**config.mk**
```make
export PLATFORM = sky130hd
export DESIGN_NAME = codec_pwrup_seq
export DESIGN_NICKNAME = d
export VERILOG_FILES = /design/src/rtl/codec_seq_pkg.sv /design/src/rtl/codec_seq_cmd.sv /design/src/rtl/codec_seq_timer.sv /design/src/rtl/codec_pwrup_seq.sv
export SDC_FILE = /design/constraint.sdc
export NUM_CORES = 1
export LEC_CHECK = 0
export BUFFER_PORTS_ARGS = -buffer_cell sky130_fd_sc_hd__buf_4
export CELL_PAD_IN_SITES_DETAIL_PLACEMENT = 1
export CELL_PAD_IN_SITES_GLOBAL_PLACEMENT = 2
export CORE_MARGIN = 5
export CORE_UTILIZATION = 36
export CTS_BUF_LIST = sky130_fd_sc_hd__clkbuf_4
export CTS_CLUSTER_DIAMETER = 120
export DETAILED_ROUTE_END_ITERATION = 12
export PLACE_DENSITY_LB_ADDON = 0.1
export SYNTH_ARGS = -nofsm -noshare
export SYNTH_HDL_FRONTEND = slang
export SYNTH_SLANG_ARGS = --single-unit
```
**constraint.sdc**
```tcl
create_clock -name clk_i -period 2.9 [get_ports clk_i]
set_input_delay 0.145 -clock clk_i [delete_from_list [all_inputs] [get_ports clk_i]]
set_output_delay 0.145 -clock clk_i [all_outputs]
set_load 0.02 [all_outputs]
```
**src/rtl/codec_seq_pkg.sv**
```systemverilog
package codec_seq_pkg;
  localparam int REG_IDX_W = 7;
  localparam int REG_DAT_W = 9;
  localparam int CMD_W     = REG_IDX_W + REG_DAT_W;
  localparam logic [REG_IDX_W-1:0] PWR_REG = 7'd6;
  localparam logic [REG_IDX_W-1:0] ACT_REG = 7'd9;
  localparam logic [REG_DAT_W-1:0] OUT_OFF_MASK = 9'h010;
  localparam logic [REG_DAT_W-1:0] ACT_ON_VAL   = 9'h001;

  typedef enum logic [2:0] {
    ST_IDLE, ST_CFG, ST_WAIT, ST_ACT, ST_OUT, ST_DONE
  } seq_state_e;
endpackage

```
**src/rtl/codec_seq_cmd.sv**
```systemverilog
module codec_seq_cmd
  import codec_seq_pkg::*;
#(
  parameter int N_CFG = 4,
  parameter logic [N_CFG*CMD_W-1:0] CFG_TABLE = '0,
  parameter logic [REG_DAT_W-1:0] PWR_ON_VAL = '0,
  parameter int IDX_W = 3
) (
  input  seq_state_e             state_i,
  input  logic [IDX_W-1:0]       idx_i,
  output logic [REG_IDX_W-1:0]   reg_o,
  output logic [REG_DAT_W-1:0]   data_o
);
  logic [CMD_W-1:0] entry;

  always_comb begin
    entry = '0;
    for (int k = 0; k < N_CFG; k++) begin
      if (idx_i == IDX_W'(k + 1)) entry = CFG_TABLE[k*CMD_W +: CMD_W];
    end
  end

  always_comb begin
    reg_o  = '0;
    data_o = '0;
    case (state_i)
      ST_CFG: begin
        if (idx_i == '0) begin
          reg_o  = PWR_REG;
          data_o = PWR_ON_VAL | OUT_OFF_MASK;  // output stays off
        end else begin
          reg_o  = entry[CMD_W-1:REG_DAT_W];
          data_o = entry[REG_DAT_W-1:0];
        end
      end
      ST_ACT: begin
        reg_o  = ACT_REG;
        data_o = ACT_ON_VAL;
      end
      ST_OUT: begin
        reg_o  = PWR_REG;
        data_o = PWR_ON_VAL & ~OUT_OFF_MASK;
      end
      default: ;
    endcase
  end
endmodule

```
**src/rtl/codec_seq_timer.sv**
```systemverilog
module codec_seq_timer #(
  parameter int SETTLE_CYCLES = 1000,
  localparam int CNT_W = $clog2(SETTLE_CYCLES + 1)
) (
  input  logic clk_i,
  input  logic rst_ni,
  input  logic load_i,
  output logic running_o,
  output logic expired_o
);
  logic [CNT_W-1:0] cnt_q;

  always_ff @(posedge clk_i or negedge rst_ni) begin
    if (!rst_ni)           cnt_q <= '0;
    else if (load_i)       cnt_q <= CNT_W'(SETTLE_CYCLES);
    else if (cnt_q != '0)  cnt_q <= cnt_q - 1'b1;
  end

  assign running_o = (cnt_q != '0);
  assign expired_o = (cnt_q == CNT_W'(1));

  AST_TIMER_LOAD: assert property (@(posedge clk_i) disable iff (!rst_ni)
    load_i |=> cnt_q == CNT_W'(SETTLE_CYCLES));
  AST_TIMER_STEP: assert property (@(posedge clk_i) disable iff (!rst_ni)
    (running_o && !load_i) |=> cnt_q == $past(cnt_q) - 1'b1);
endmodule

```
**src/rtl/codec_pwrup_seq.sv**
```systemverilog
module codec_pwrup_seq
  import codec_seq_pkg::*;
#(
  parameter int N_CFG = 4,
  parameter logic [N_CFG*CMD_W-1:0] CFG_TABLE =
    {16'h0E0A, 16'h0812, 16'h0479, 16'h0017},
  parameter logic [REG_DAT_W-1:0] PWR_ON_VAL = 9'h062,
  parameter int SETTLE_CYCLES = 1000
) (
  input  logic                  clk_i,
  input  logic                  rst_ni,
  input  logic                  start_i,
  input  logic                  cmd_ready_i,
  output logic                  cmd_valid_o,
  output logic [REG_IDX_W-1:0]  cmd_reg_o,
  output logic [REG_DAT_W-1:0]  cmd_data_o,
  output logic                  busy_o,
  output logic                  done_o
);
  localparam int IDX_W = $clog2(N_CFG + 2);

  seq_state_e       state_q;
  logic [IDX_W-1:0] idx_q;
  logic             hs, last_cfg, tmr_load, tmr_running, tmr_expired;

  assign hs       = cmd_valid_o && cmd_ready_i;
  assign last_cfg = (idx_q == IDX_W'(N_CFG));
  assign tmr_load = (state_q == ST_CFG) && hs && last_cfg;

  always_ff @(posedge clk_i or negedge rst_ni) begin
    if (!rst_ni) begin
      state_q <= ST_IDLE;
      idx_q   <= '0;
    end else begin
      case (state_q)
        ST_IDLE: if (start_i) begin
          state_q <= ST_CFG;
          idx_q   <= '0;
        end
        ST_CFG: if (hs) begin
          if (last_cfg) state_q <= ST_WAIT;
          else          idx_q   <= idx_q + 1'b1;
        end
        ST_WAIT: if (tmr_expired) state_q <= ST_ACT;
        ST_ACT:  if (hs) state_q <= ST_OUT;
        ST_OUT:  if (hs) state_q <= ST_DONE;
        ST_DONE: state_q <= ST_IDLE;
        default: state_q <= ST_IDLE;
      endcase
    end
  end

  assign cmd_valid_o = (state_q == ST_CFG) || (state_q == ST_ACT) || (state_q == ST_OUT);
  assign busy_o      = (state_q != ST_IDLE);
  assign done_o      = (state_q == ST_DONE);

  codec_seq_cmd #(
    .N_CFG(N_CFG), .CFG_TABLE(CFG_TABLE), .PWR_ON_VAL(PWR_ON_VAL), .IDX_W(IDX_W)
  ) u_cmd (
    .state_i(state_q), .idx_i(idx_q), .reg_o(cmd_reg_o), .data_o(cmd_data_o)
  );

  codec_seq_timer #(.SETTLE_CYCLES(SETTLE_CYCLES)) u_timer (
    .clk_i(clk_i), .rst_ni(rst_ni), .load_i(tmr_load),
    .running_o(tmr_running), .expired_o(tmr_expired)
  );

  AST_CMD_HOLD: assert property (@(posedge clk_i) disable iff (!rst_ni)
    (cmd_valid_o && !cmd_ready_i) |=> cmd_valid_o && $stable(cmd_reg_o) && $stable(cmd_data_o));
  AST_QUIET_WAIT: assert property (@(posedge clk_i) disable iff (!rst_ni)
    tmr_running |-> !cmd_valid_o);
  AST_ACT_AFTER_WAIT: assert property (@(posedge clk_i) disable iff (!rst_ni)
    ($rose(cmd_valid_o) && cmd_reg_o == ACT_REG) |-> $past(tmr_expired));
  AST_OUT_LAST: assert property (@(posedge clk_i) disable iff (!rst_ni)
    (cmd_valid_o && cmd_reg_o == PWR_REG && !cmd_data_o[4] && state_q != ST_CFG)
      |-> (state_q == ST_OUT));
  AST_DONE_PULSE: assert property (@(posedge clk_i) disable iff (!rst_ni)
    done_o |=> !done_o && !busy_o);
  AST_START_IGNORED: assert property (@(posedge clk_i) disable iff (!rst_ni)
    (start_i && busy_o && !done_o) |=> busy_o);
endmodule

```
**Word-level counts from Yosys, hierarchy flattened**

Cells that the tools add are included.

- Word-level logic and storage cells: 56
- Output and inout port bits: 19
- Bits of input ports: 4
- Register bits: 16

- Reductions and logical operators: 13
- Eq/ne operators: 17
- Add/subtract/negate cells: 2
- Multiplexer cells: 21

Operators with widths:

| cell | count |
|---|---|
| 3-bit two-way mux | 10 |
| 9-bit case mux with 3 select lines | 1 |
| 12-bit two-way mux | 2 |
| 7-bit case mux with 3 select lines | 1 |
| 10-bit two-way mux | 2 |
| 3-bit case mux with 5 select lines | 1 |
| 2-bit inequality test, second input constant | 7 |
| 3-bit by 2-bit == test with 1-bit output, second input constant | 4 |
| 11-bit two-way mux | 1 |
| 10-bit by 1-bit == test with 1-bit output, second input constant | 1 |
| 10-bit nonzero test | 1 |
| 10-bit by 1-bit subtractor with 10-bit output, second input constant | 1 |
| 3-bit == test, second input constant | 3 |
| 9-bit two-way mux | 1 |
| 3-bit by 1-bit == test with 1-bit output, second input constant | 2 |
| 3-bit logical NOT | 2 |
| 3-bit case mux with 2 select lines | 1 |
| 6-bit AND reduction | 1 |
| 5-bit two-way mux | 1 |
| 4-bit AND reduction | 1 |
| 2-bit nonzero test | 2 |
| 3-bit by 1-bit adder with 3-bit output, second input constant | 1 |
| 1-bit logical AND | 3 |
| 3-bit nonzero test | 1 |
| 1-bit logical OR | 2 |

**Logic depth before layout (Yosys ltp)**

- Depth in word-level cells: 7
- Mapped depth: 8
- Depth with buffers taken out: 6

**Hierarchy**

A second synthesis with hierarchy kept.

- Cell total of the unflattened synthesis: 141
- Area total of the unflattened synthesis: 1257.5 sq um

Modules (own cells, without submodules):

| module | times used | cells each | area each (sq um) | seq. area each (sq um) |
|---|---|---|---|---|
| codec_seq_timer | 1 | 62 | 590.6 | 250.2 |
| codec_pwrup_seq | 1 | 45 | 435.4 | 150.1 |
| codec_seq_cmd | 1 | 34 | 231.5 | 0.0 |

**Worst setup path after synthesis**

Ideal clock, no wire load.

- Path kind: register to output
- From: register idx_q[2]
- To: output port cmd_data_o[6]
- Cell stages (with the launch flop): 9
- Arrival: 1924 ps
- Setup slack: 831 ps
- Required time: 2755 ps
- Buffers on the path: 2
- Cell sequence: dfrtp_1 clkbuf_1 inv_1 ha_1 nor3b_1 and2_1 o21ai_0 a21oi_1 buf_4

- Word-level cells in the longest chain between the ends: 6
- Elaborated cells on any way between the ends: 9
- Those cells by class: eq/ne: 3; mux: 5; reduce/logical: 1

RTL lines:

| item | RTL line | source |
|---|---|---|
| start: declaration | codec_pwrup_seq.sv:23 | `logic [IDX_W-1:0] idx_q;` |
| start signal: assignment | codec_pwrup_seq.sv:42 | `else idx_q <= idx_q + 1'b1;` |
| 3-bit by 2-bit == test with 1-bit output | codec_seq_cmd.sv:19 | `if (idx_i == IDX_W'(k + 1)) entry = CFG_TABLE[k*CMD_W +: CMD_W];` |
| 11-bit two-way mux | codec_seq_cmd.sv:19 |  |
| 12-bit two-way mux (2 in a row) | codec_seq_cmd.sv:19 |  |
| 9-bit two-way mux * | codec_seq_cmd.sv:28 | `if (idx_i == '0) begin` |
| 9-bit case mux with 3 select lines * | codec_seq_cmd.sv:26 | `case (state_i)` |
| end: declaration | codec_pwrup_seq.sv:16 | `output logic [REG_DAT_W-1:0] cmd_data_o,` |

Every way passes the cells marked *; elsewhere a longest branch is shown, timed or not.

**Worst setup path in the final report**

- From: register state_q[1]
- To: output port cmd_data_o[2]

- Word-level cells in the longest chain between the ends: 2
- Elaborated cells on any way between the ends: 4
- Those cells by class: eq/ne: 3; mux: 1

RTL lines:

| item | RTL line | source |
|---|---|---|
| start: declaration | codec_pwrup_seq.sv:22 | `seq_state_e state_q;` |
| start signal: assignment | codec_pwrup_seq.sv:32 | `state_q <= ST_IDLE;` |
| start signal: assignment | codec_pwrup_seq.sv:37 | `state_q <= ST_CFG;` |
| start signal: assignment | codec_pwrup_seq.sv:41 | `if (last_cfg) state_q <= ST_WAIT;` |
| 3-bit == test (tied with other cells) | codec_seq_cmd.sv:26 |  |
| 9-bit case mux with 3 select lines * | codec_seq_cmd.sv:26 |  |

Marks and branches as above.

==> impl_metrics.yaml <==
status:
  run_status: "finished clean"
die:
  die_width_um: 68.1
  pin_count: 23
  die_height_um: 68.1
  die_ar_um2: 4640
  start_util_pct: 36.7
  core_region_area_um2: 3310
  floorplan.rows: 21
logic_synthesis:
  synth-warning-count: 0
  synthArstFlopShare_pct: 100
  synth-compound-area-share_pct: 14.6
  count_of_flip_flops_with_a_built_in_enable_after_synthesis: 0
  post-synth-top-count-cell: "nor2_1"
  post_synth.cell_area_avg_um2: 8.68
  synth_cell_type_count: 46
  post_synth_mux_area_share_pct: 4.33
  ys_ff_latch: 16
  post_synth_instance_area_um2: 1210
  ys_top_cells_by_area: "dfrtp_1 (33%), ha_1 (7.2%), nor2_1 (5.3%)"
  synth-adder-area-share_pct: 7.21
  synth_top_area_cell: "dfrtp_1"
  sequential_fraction_of_the_synthesis_area_pct: 33.0
  post-synth-top-area-fraction_pct: 33.0
  synth_top_family_by_area: "simple AND/OR/NAND/NOR gates"
  synth_top_cells_by_count: "nor2_1 (17), dfrtp_1 (16), a21oi_1 (11), inv_1 (9), nand2_1 (8)"
  synth_xor_xnor_area_share_pct: 2.16
  synth_ff_type: "dfrtp_1"
  synthSimpleGateAreaFrac_pct: 29.1
  synthCells: 140
power:
  combinational_fraction_of_design_power_pct: 62.7
  worst_ir_drop_vdd_v: 0.000419
  power.share.sequential_pct: 29.8
  power_switching_share_pct: 49.3
  power-per-cell-area_nw_per_um2: 1130
  leakagePower_nw: 0.616
  clock_power_share_pct: 7.5
  power.internal_mw: 0.787
  p_sw_mw: 0.765
  finalPower_mw: 1.55
route:
  drtAntennaViolNets: 0
  detail_route.first_pass.iterations: 4
  drt-initial-drc-count: 36
  vias_per_cell: 5.10
  drc: 0
  routed_wirelength_um: 2840
  detail_route.wl_per_cell_um: 14.2
  dr_total_vias: 1020
min_path:
  worst_hold_path_type: "input pin to flop"
cells_and_area:
  num-nets-final: 167
  ratio_of_cells_with_drive_above_1_in_the_final_layout_pct: 19.5
  finalInstanceArea_um2: 1370
  fill_cells: 422
  num_antenna_cells: 0
  areaGrowthSynthToFinish_pct: 12.7
  post-route-util_pct: 41.3
worst_setup_path:
  worstPathArrival_ns: 2.19
  critical_path.endpoint_type: "output port"
  path_max_fanout: 15
  critical_path_required_ns: 2.76
  start_kind: "flop"
  setup.worst_path.class: "flop to output port"
clocking:
  clock_sinks: 16
  cts_post_setup_buffers_inserted: 0
  postCtsHoldBufs: 1
  max-clock-path-buffers: 2
  clkTransAtPathRegs_ns: 0.10
  clock_insertion_delay_worst_skew_ns: 0.28
  cts_resized: 0
  clock_tree_from_tritoncts: "done"
  root_buffer: "clkbuf_4"
  cts_inserted_buffers: 3
  ctsHtreeMaxLevel: 1
sta:
  timing.clock.skew_ns: 0.00781
  relSlewSlack_pct: 58.8
  grt_setup_unrepaired: "false"
  postLayoutSetupSlackWorst_ns: 0.569
  worst_pin_slew_ns: 0.613
  finalHoldViolCount: 0
  report.final.slew_viol_count: 0
  setup-tns-final_ns: 0
  setup_viol: 0
  max_freq_mhz: 429
  post-route-period-util_pct: 80.4
  finalCriticalPeriod_ns: 2.33
global_routing:
  grt_overflow_total: 0
  grt_usage_pct: 13.8
  first_global_vias: 1018
  antenna_found_initial: 0
  grt_start_max_net_pins: 17
  global_route_wire_length_before_repair_um: 4910
place:
  io_buffers: 17
  place_hpwl_um: 2250
  post_place_worst_slack_ns: 0.887
  finalWeightedCongestion: 0.723
  detailed_place.area_um2: 1340
run:
  cap_viol_max_count: 0
[cells in the final DEF, fill, tap and decap left out, types with 3 or more instances in the layout]
master / instances
a21oi_1: 11
buf_4: 17
clkbuf_4: 3
conb_1: 5
dfrtp_1: 16
ha_1: 7
inv_1: 9
mux2i_1: 3
nand2_1: 8
nand3_1: 3
nor2_1: 17
nor3_1: 3
nor3b_1: 3
o21ai_0: 7
[layer usage]
metal  vias up  GRT usage, %  part of all wire (%)  wire [um]
li1        505             -                     -          -
met5         -             0                     0          0
met4         0          2.23                  0.46         13
met1       497          19.7                    53       1490
met2        16          21.4                    44       1250
met3         2          3.45                   3.0         86
[cells by family after synthesis]
| kind of cell | Yosys count |
|---|---|
| xor+xnor | 3 |
| other cells | 1 |
| buf+inv | 20 |
| fa+ha+maj | 7 |
| mux | 5 |
| compound gates | 30 |
| simple gates | 58 |
| flops | 16 |
[through the flow]
step	instances	hold WS [ns]
after floorplan	144	-0.151
after global placement	196	0.0193
after detailed placement	196	0.0224
after CTS	200	0.0937
after global routing	200	0.0871
final	200	0.104
[power by group through the flow]
| stage | clock (mW) | combinational [mW] | sequential, mW |
|---|---|---|---|
| floorplan | 0 | 0.753 | 0.397 |
| global placement | 0 | 0.964 | 0.455 |
| detailed placement | 0 | 0.986 | 0.463 |
| CTS | 0.125 | 0.990 | 0.460 |
| global route | 0.133 | 1.07 | 0.478 |
| finish | 0.116 | 0.973 | 0.463 |
[critical path, stage by stage, from the launching register on]
cell and delay [ns]:
dfrtp_1 0.54, or3b_1 0.55, or4_1 0.49, nor3b_2 0.17, buf_4 0.16
[flip-flops by register name, indices dropped and copies added (netlist names)]
name and cells:
u_timer.cnt_q 10, idx_q 3, state_q 3
[final timing paths]
| kind | from | to | slack, ns | depth (start not counted) |
|---|---|---|---|---|
| worst max-delay path | state_q[1] | cmd_data_o[2] | 0.57 | 4 |
| worst min-delay path | cmd_ready_i | state_q[0] | 0.10 | 2 |
| max in group asynchronous | rst_ni | u_timer.cnt_q[8] | 2.46 | 2 |
| worst max register to register | idx_q[0] | idx_q[2] | 0.97 | 5 |
| min in group asynchronous | rst_ni | u_timer.cnt_q[9] | 0.25 | 2 |
| worst min register to register | u_timer.cnt_q[8] | u_timer.cnt_q[8] | 0.57 | 2 |
[final cells by class]
class	count	area, um^2	area share, %
multi-input combinational	108	717	52.4
sequential	16	400	29.3
timing repair buffer	18	138	10.1
tap	46	57.6	4.20
inverter	9	33.8	2.47
clock buffer	3	22.5	1.65
Power figures use the tool's default switching activity.
